[src/rtl/cosq_pkg.sv]
package cosq_pkg;
    localparam int CH_W   = 5;
    localparam int SIG_W  = 4;
    localparam int REG_W  = 16;
    localparam int FLAG_N = 3;

    localparam int F_DEPTH = 2;
    localparam int F_WAIT  = 1;
    localparam int F_OVF   = 0;

    typedef struct packed {
        logic [CH_W-1:0]  chan;
        logic [SIG_W-1:0] bits;
    } cos_evt_t;

    typedef enum logic [1:0] {
        A_FLAGS  = 2'd0,
        A_MASK   = 2'd1,
        A_THRESH = 2'd2,
        A_PERIOD = 2'd3
    } reg_addr_e;

    function automatic logic [REG_W-1:0] pad_flags(input logic [FLAG_N-1:0] f);
        return REG_W'(f);
    endfunction
endpackage

[src/rtl/cosq_store.sv]
module cosq_store
    import cosq_pkg::*;
#(
    parameter int DEPTH = 32,
    localparam int AW    = $clog2(DEPTH),
    localparam int CNT_W = $clog2(DEPTH + 1)
) (
    input  logic             clk,
    input  logic             rst,
    input  logic             push,
    input  cos_evt_t         push_data,
    input  logic             pop_req,
    output cos_evt_t         head,
    output logic [CNT_W-1:0] fill,
    output logic             pop_fire,
    output logic             ovf
);
    cos_evt_t         mem [DEPTH];
    logic [AW-1:0]    wr_ptr, rd_ptr;
    logic             empty, full, push_ok;

    assign empty    = (fill == '0);
    assign full     = (fill == CNT_W'(DEPTH));
    assign pop_fire = pop_req && !empty;
    assign push_ok  = push && (!full || pop_fire);
    assign ovf      = push && full && !pop_fire;
    assign head     = mem[rd_ptr];

    function automatic logic [AW-1:0] bump(input logic [AW-1:0] p);
        return (p == AW'(DEPTH - 1)) ? '0 : p + 1'b1;
    endfunction

    always_ff @(posedge clk) begin
        if (rst || ovf) begin
            wr_ptr <= '0;
            rd_ptr <= '0;
            fill   <= '0;
        end else begin
            if (push_ok)  wr_ptr <= bump(wr_ptr);
            if (pop_fire) rd_ptr <= bump(rd_ptr);
            fill <= fill + CNT_W'(push_ok) - CNT_W'(pop_fire);
        end
    end

    always_ff @(posedge clk) begin
        if (push_ok) mem[wr_ptr] <= push_data;
    end
endmodule

[src/rtl/cosq_timer.sv]
module cosq_timer #(
    parameter int TMR_W = 16
) (
    input  logic             clk,
    input  logic             rst,
    input  logic             restart,
    input  logic [TMR_W-1:0] period,
    output logic             expire
);
    logic [TMR_W-1:0] ticks;
    logic             enabled;

    assign enabled = (period != '0);
    assign expire  = enabled && !restart && (ticks >= period - 1'b1);

    always_ff @(posedge clk) begin
        if (rst || restart || !enabled || expire) begin
            ticks <= '0;
        end else begin
            ticks <= ticks + 1'b1;
        end
    end
endmodule

[src/rtl/cosq_regs.sv]
module cosq_regs
    import cosq_pkg::*;
#(
    parameter int THR_W   = 6,
    parameter int TMR_W   = 16,
    parameter int THR_RST = 16,
    parameter int PER_RST = 100
) (
    input  logic              clk,
    input  logic              rst,
    input  logic              cfg_cor,
    input  logic              reg_rd,
    input  logic              reg_wr,
    input  logic [1:0]        reg_addr,
    input  logic [REG_W-1:0]  reg_wdata,
    input  logic [FLAG_N-1:0] flag_set,
    output logic [FLAG_N-1:0] flags,
    output logic [FLAG_N-1:0] mask,
    output logic [THR_W-1:0]  thresh,
    output logic [TMR_W-1:0]  period,
    output logic [REG_W-1:0]  reg_rdata,
    output logic              irq
);
    reg_addr_e         sel;
    logic [FLAG_N-1:0] flag_clr;
    logic              hit_flags;

    assign sel       = reg_addr_e'(reg_addr);
    assign hit_flags = (sel == A_FLAGS);

    always_comb begin
        flag_clr = '0;
        if (cfg_cor) begin
            if (reg_rd && hit_flags) flag_clr = '1;
        end else begin
            if (reg_wr && hit_flags) flag_clr = reg_wdata[FLAG_N-1:0];
        end
    end

    always_ff @(posedge clk) begin
        if (rst) begin
            flags  <= '0;
            mask   <= '1;
            thresh <= THR_W'(THR_RST);
            period <= TMR_W'(PER_RST);
        end else begin
            flags <= (flags & ~flag_clr) | flag_set;
            if (reg_wr) begin
                case (sel)
                    A_MASK:   mask   <= reg_wdata[FLAG_N-1:0];
                    A_THRESH: thresh <= reg_wdata[THR_W-1:0];
                    A_PERIOD: period <= reg_wdata[TMR_W-1:0];
                    default:  ;
                endcase
            end
        end
    end

    always_comb begin
        case (sel)
            A_FLAGS:  reg_rdata = pad_flags(flags);
            A_MASK:   reg_rdata = pad_flags(mask);
            A_THRESH: reg_rdata = REG_W'(thresh);
            A_PERIOD: reg_rdata = REG_W'(period);
            default:  reg_rdata = '0;
        endcase
    end

    assign irq = |(flags & ~mask);
endmodule

[src/rtl/cos_event_queue.sv]
module cos_event_queue
    import cosq_pkg::*;
#(
    parameter int DEPTH   = 32,
    parameter int TMR_W   = 16,
    parameter int THR_RST = 16,
    parameter int PER_RST = 100,
    localparam int CNT_W  = $clog2(DEPTH + 1),
    localparam int THR_W  = CNT_W
) (
    input  logic             clk,
    input  logic             rst,
    input  logic             evt_valid,
    input  logic [CH_W-1:0]  evt_chan,
    input  logic [SIG_W-1:0] evt_bits,
    input  logic             pop_req,
    output logic             pop_valid,
    output logic [CH_W-1:0]  pop_chan,
    output logic [SIG_W-1:0] pop_bits,
    input  logic             cfg_cor,
    input  logic             reg_rd,
    input  logic             reg_wr,
    input  logic [1:0]       reg_addr,
    input  logic [REG_W-1:0] reg_wdata,
    output logic [REG_W-1:0] reg_rdata,
    output logic             irq
);
    cos_evt_t          in_evt, head;
    logic [CNT_W-1:0]  fill;
    logic              pop_fire, ovf, expire;
    logic [FLAG_N-1:0] flag_set, status_q, mask_q;
    logic [THR_W-1:0]  thr_q;
    logic [TMR_W-1:0]  per_q;

    assign in_evt = '{chan: evt_chan, bits: evt_bits};

    cosq_store #(.DEPTH(DEPTH)) u_store (
        .clk       (clk),
        .rst       (rst),
        .push      (evt_valid),
        .push_data (in_evt),
        .pop_req   (pop_req),
        .head      (head),
        .fill      (fill),
        .pop_fire  (pop_fire),
        .ovf       (ovf)
    );

    cosq_timer #(.TMR_W(TMR_W)) u_timer (
        .clk     (clk),
        .rst     (rst),
        .restart ((fill == '0) || pop_fire),
        .period  (per_q),
        .expire  (expire)
    );

    always_comb begin
        flag_set          = '0;
        flag_set[F_DEPTH] = (fill > thr_q);
        flag_set[F_WAIT]  = expire;
        flag_set[F_OVF]   = ovf;
    end

    cosq_regs #(
        .THR_W   (THR_W),
        .TMR_W   (TMR_W),
        .THR_RST (THR_RST),
        .PER_RST (PER_RST)
    ) u_regs (
        .clk       (clk),
        .rst       (rst),
        .cfg_cor   (cfg_cor),
        .reg_rd    (reg_rd),
        .reg_wr    (reg_wr),
        .reg_addr  (reg_addr),
        .reg_wdata (reg_wdata),
        .flag_set  (flag_set),
        .flags     (status_q),
        .mask      (mask_q),
        .thresh    (thr_q),
        .period    (per_q),
        .reg_rdata (reg_rdata),
        .irq       (irq)
    );

    assign pop_valid = (fill != '0);
    assign pop_chan  = head.chan;
    assign pop_bits  = head.bits;
endmodule

[config.mk]
export PLATFORM = sky130hd
export DESIGN_NAME = cos_event_queue
export DESIGN_NICKNAME = d
export VERILOG_FILES = /design/src/rtl/cosq_pkg.sv /design/src/rtl/cosq_store.sv /design/src/rtl/cosq_timer.sv /design/src/rtl/cosq_regs.sv /design/src/rtl/cos_event_queue.sv
export SDC_FILE = /design/constraint.sdc
export NUM_CORES = 1
export LEC_CHECK = 0
export BUFFER_PORTS_ARGS = -buffer_cell sky130_fd_sc_hd__clkbuf_2
export CAP_MARGIN = 20
export CORE_AREA = 2 2 198 200
export CTS_CLUSTER_SIZE = 24
export DETAILED_ROUTE_END_ITERATION = 10
export DIE_AREA = 0 0 200 202
export PLACE_DENSITY = 0.54
export RECOVER_POWER = 100
export SYNTH_ARGS = -nofsm -noshare
export SYNTH_HDL_FRONTEND = slang
export SYNTH_HIERARCHICAL = 1
export SYNTH_SLANG_ARGS = --single-unit
[constraint.sdc]
create_clock -name clk -period 8.5 [get_ports clk]
set_input_delay 0.425 -clock clk [delete_from_list [all_inputs] [get_ports clk]]
set_output_delay 0.425 -clock clk [all_outputs]
set_load 0.05 [all_outputs]
# Yosys cells after proc, flatten, opt, wreduce, memory -nomap -nowiden
# Memory sizes are Yosys's and may differ from the RTL's. A register that Yosys moved wholly into a read port is not among the register bits.
# Cells that the tools add are included.
classes:
  n_addsub: 6
  magnitude_cmp: 2
  eq_ne: 6
  n_mux: 10
  n_bitwise: 5
  reduce_logical: 27
op_table:
  columns: ["cell", "n"]
  rows:
  - ["one-hot mux 16 bit (4 select lines)", 1]
  - ["2-to-1 mux 5 bit", 4]
  - ["adder 16 x 1 -> 16 bit (second input constant)", 1]
  - ["greater-or-equal comparator 16 bit", 1]
  - ["nonzero test 16 bit", 1]
  - ["subtractor 16 x 1 -> 16 bit (second input constant)", 1]
  - ["adder 5 x 1 -> 5 bit (second input constant)", 2]
  - ["equality test 5 bit (second input constant)", 2]
  - ["2-to-1 mux 3 bit", 3]
  - ["logical AND 1 bit", 8]
  - ["adder 6 x 1 -> 6 bit", 1]
  - ["bitwise AND 3 bit", 2]
  - ["equality test 6 bit (second input constant)", 1]
  - ["greater-than comparator 6 bit", 1]
  - ["logical NOT 6 bit", 1]
  - ["logical OR 1 bit", 6]
  - ["NOT 3 bit", 2]
  - ["AND reduction 2 bit", 3]
  - ["nonzero test 6 bit", 1]
  - ["subtractor 6 x 1 -> 6 bit", 1]
  - ["logical NOT 1 bit", 5]
  - ["equality test 2 bit (second input constant)", 2]
  - ["bitwise OR 3 bit", 1]
  - ["OR reduction 3 bit", 1]
  - ["other kinds (3)", 4]
totals:
  regBits: 60
  mem_bits_rw: 288
  inputBits: 34
  memories: 1
memory_table:
  columns: ["memory", "words", "width", "read_ports", "rd_clocked_by_memory_dff", "write_ports", "line_no", "rtl"]
  rows:
  - ["u_store.mem", 32, 9, 1, 1, 1, "cosq_store.sv:18", "cos_evt_t mem [DEPTH];"]

# Longest topological paths before layout
depth:
  word_depth: 8
  depth_mapped: 15
  mapped_depth_nobuf: 14

# By module
# Netlist, hierarchy kept.
modules_own_cells:
  columns: ["mod", "instances", "cells_per_inst", "area_per_inst_um2", "seq_area_each_um2"]
  rows:
  - ["cosq_store", 1, 681, 12240.5, 9068.7]
  - ["cosq_timer", 1, 161, 1372.6, 320.3]
  - ["cosq_regs", 1, 140, 1323.8, 560.5]
  - ["cos_event_queue", 1, 24, 168.9, 0.0]

# Worst setup path before layout
# Ideal clock, no wire load.
synth_path:
  path_kind: "register to register"
  start: "register u_regs.period[0]"
  end: "register u_timer.ticks[6]"
  arrival_ps: 3198
  t_required_ps: 8380
  setup_slack_ps: 5182
  path_stages_with_launch: 14
  path_buffers: 1
  path_cell_list: "dfxtp_1 > inv_1 > ha_1 > or4b_4 > or3_4 > nor3_1 > xnor2_1 > ha_1 > nand4_1 > nor3_1 > o21ai_0 > o311ai_2 > buf_2 > nor3b_1"
synth_via:
  elab_chain_cells: 4
synth_rtl:
  columns: ["item", "line_no", "rtl"]
  rows:
  - ["from (decl)", "cosq_regs.sv:20", "output logic [TMR_W-1:0] period,"]
  - ["from (signal assigned)", "cosq_regs.sv:45", "period <= TMR_W'(PER_RST);"]
  - ["from (signal assigned)", "cosq_regs.sv:52", "A_PERIOD: period <= reg_wdata[TMR_W-1:0];"]
  - ["subtractor 16 x 1 -> 16 bit or nonzero test 16 bit (tied branches)", "cosq_timer.sv:14, cosq_timer.sv:13", null]
  - ["greater-or-equal comparator 16 bit (tied with other cells)", "cosq_timer.sv:14", "assign expire = enabled && !restart && (ticks >= period - 1'b1);"]
  - ["logical AND 1 bit or logical OR 1 bit (tied branches)", "cosq_timer.sv:14, cosq_timer.sv:17", null]
  - ["logical OR 1 bit (*)", "cosq_timer.sv:17", "if (rst || restart || !enabled || expire) begin"]
  - ["to (signal assigned)", "cosq_timer.sv:20", "ticks <= ticks + 1'b1;"]
  - ["to (decl)", "cosq_timer.sv:10", "logic [TMR_W-1:0] ticks;"]
# Mark *: on every way between the ends. The rest lies on a longest branch, timed or not.
# A chain may end at the register's enable or synchronous reset.

==> impl_metrics.yaml <==
status:
  status: "complete, but fails checks"
  violations: "max-capacitance violations, max-slew violations"
timing:
  finalSetupTns_ps: 0
  slew-limit-headroom_pct: -87.8
  final-setup-viol-count: 0
  clock_skew_ps: 10.6
  grt_setup_unrepaired: "no"
  timing.final.crit_share_pct: 67.0
  slew_viol_final: 216
  tightestPinTransition_ps: 2810
  max_freq_mhz: 176
  timing.final.crit_period_ps: 5700
  finalHoldViolCount: 0
synth:
  avgSynthCellArea_um2: 15.0
  synth_edf_count: 288
  synth_top_cell_by_area: "edfxtp_1"
  synth_compound_area_share_pct: 5.58
  synthCells: 1006
  ys_types: 69
  synth_top_area_share_pct: 57.3
  synth_xor_xnor_area_share_pct: 1.74
  synth.cell_area_um2: 15100
  syn_nets: 1080
  ys_seq_area_share_pct: 65.9
  ys_ff_latch: 353
  synth_top_family_by_area: "multiplexers"
  async_flop_share_pct: 0
  synth.mux.area_fraction_pct: 11.5
  yosys-top-cells-count: "edfxtp_1 (288), mux2i_1 (86), nor2_1 (67)"
  synth_area_leaders: "edfxtp_1 (57%), dfxtp_1 (8.6%), mux4_2 (5.8%)"
  synth_simple_gate_area_share_pct: 9.58
  yosysMostFrequentCell: "edfxtp_1"
  synthFlopType: "edfxtp_1"
  synth_warnings: 6
  synthAdderAreaFrac_pct: 3.36
global_route:
  grtUsageTotal_pct: 16.6
  antenna_found_initial: 0
  grt_pass1_wl_um: 50400
  grt_pass1_vias: 8392
  grt-ovfl-total: 0
  grt_use_met2_pct: 26.1
  busiest_layer: "met2"
  met3_usage_pct: 2.79
  grt_max_degree: 59
  globalRouteMet1Util_pct: 23.4
clock_network:
  tritoncts: "built"
  cts_resized: 0
  htree_num_levels: 2
  cts_hold_buf: 0
  cts_buffer_depth: 3
  cts_buffers: 38
  cts-root-buf: "clkbuf_16"
  clock-sinks: 353
  clkTransAtPathRegs_ps: 60
  clk_latency_ps: 530
  post_cts_buffers: 0
pwr:
  p_switching_mw: 1.08
  p_total_mw: 4.09
  p_int_mw: 3.00
  power.density_nw_per_um2: 242
  combPwrFrac_pct: 14.9
  power_frac_seq_pct: 47.7
  vdd_ir_drop_max_v: 0.000147
  leakagePower_nw: 5.52
  clockPowerShare_pct: 37.4
  p_sw_share_pct: 26.5
placed_design:
  placedCellCount: 1549
  finalWeightedCongestion: 0.762
  port_buffers: 60
  dp_hpwl_um: 20700
detailed_routing:
  drtAntennaViolNets: 0
  first_pass_iters: 6
  wl_per_cell_um: 20.2
  drc: 0
  vias: 8506
  routed_wirelength_um: 32700
  viasPerCell: 5.26
  drt_iter0_markers: 523
final_layout:
  drive_gt1_share_pct: 13.1
  final_cells: 1618
  nNetsFinal: 1145
  syn_to_final_growth_pct: 12.0
  diodes: 0
  fin_util_pct: 44.2
floorplanning:
  start_util_pct: 39.5
  core.rowCount: 72
  die_area_um2: 40400
  core_area_um2: 38300
  die_x_um: 200
  die_h_um: 202
  io_pins: 61
critical_path:
  critPathBufInv: 2
  cp_slowest_cell: "dfxtp_1"
  crit_path_start_kind: "flip-flop"
  crit_type: "flip-flop to primary output"
  crit_fanout: 58
  critPathTopFamily: "flip-flops"
  crit_arrival_ps: 5270
  required_ps: 8080
  end_kind: "primary output"
  crit_chain: "buf_4 > mux4_2 > a221oi_1 > nand3_1 > clkbuf_1"
  crit_path_max_incr_delay_ps: 2220
run:
  cap_violations: 9
min_path:
  hold_path_class: "input pin to flip-flop"
## worst register-to-register path: stages, from the launching register on
cell	delay, ps
dfxtp_1	350
inv_1	90
ha_1	210
or4b_1	540
or3_1	440
nor3_1	210
xnor2_1	100
ha_1	280
nand4_1	130
nor3_1	260
o21ai_0	120
o311ai_0	1210
clkbuf_1	430
and2_1	200
a32o_1	110
## metrics by stage
step                hold slack [ps]  setup WS, ps  instance area [um2]
finish                          111          2800                16900
global route                    104          2370                16900
CTS                            82.5          4290                17000
detailed placement              472          4620                15900
global placement                470          4460                15800
floorplan                       449          5180                15100
## final timing paths
kind / cells after the start / start / endpoint / slack [ps]
worst max-delay path: 5 / flip-flop / pop_bits[3] / 2800
worst min-delay path: 3 / reg_wdata[12] / u_regs/period[12] / 110
worst max register to register: 14 / u_regs/period[0] / u_regs/flags[1] / 3790
worst min register to register: 1 / u_timer/ticks[0] / u_timer/ticks[0] / 480
## kinds of logic (layout without fill, tap and decap cells)
logic type / count (synthesis) / in the layout
adders and majority gates: 40 / 40
muxes: 125 / 125
xor gates and xnor gates: 30 / 30
buffers and inverters: 70 / 164
and+or+nand+nor: 275 / 275
DFF: 353 / 353
AOI/OAI and AO/OA: 113 / 113
## placed cells by master, fill, tap and decap left out, types with 14 or more instances in the layout
master | netlist | routed
clkbuf_1 | 7 | 40
edfxtp_1 | 288 | 288
xnor2_1 | 16 | 16
nand3_1 | 52 | 52
ha_1 | 39 | 39
mux4_2 | 39 | 39
xor2_1 | 14 | 14
nand2_1 | 64 | 64
and3_1 | 16 | 16
a22oi_1 | 36 | 36
clkbuf_16 | 0 | 39
a21oi_1 | 23 | 24
nor2_1 | 67 | 67
mux2i_1 | 86 | 86
inv_1 | 29 | 29
clkbuf_2 | 1 | 26
dfxtp_1 | 65 | 64
## registers in the layout, indices dropped and copies added (netlist names), named ones only
register	count
u_store/fill	6
u_regs/mask	3
u_regs/flags	3
u_timer/ticks	16
u_store/mem	288
u_regs/period	16
u_store/rd_ptr	5
u_store/wr_ptr	5
u_regs/thresh	6
## routing by layer
metal  share of wire, %  vias to the layer above
met3                4.6                       52
met5                  0                        -
li1                   -                     4014
met1                 46                     4233
met2                 47                      207
met4                2.5                        0
## power by group through the flow
stage	logic (mW)	clock network (mW)	registers, mW
finish	0.609	1.53	1.95
global route	0.672	1.65	1.96
CTS	0.624	1.58	1.95
detailed placement	0.621	0	1.99
global placement	0.617	0	1.99
floorplan	0.458	0	1.97
## layout make-up
class	count	area, um2
timing repair buffer	65	292
tap	518	648
clock inverter	24	140
sequential	353	9950
multi-input combinational	583	4760
clock buffer	45	1010
fill	3463	21400
inverter	30	113
Note: power is estimated with default switching activity, not from simulation.
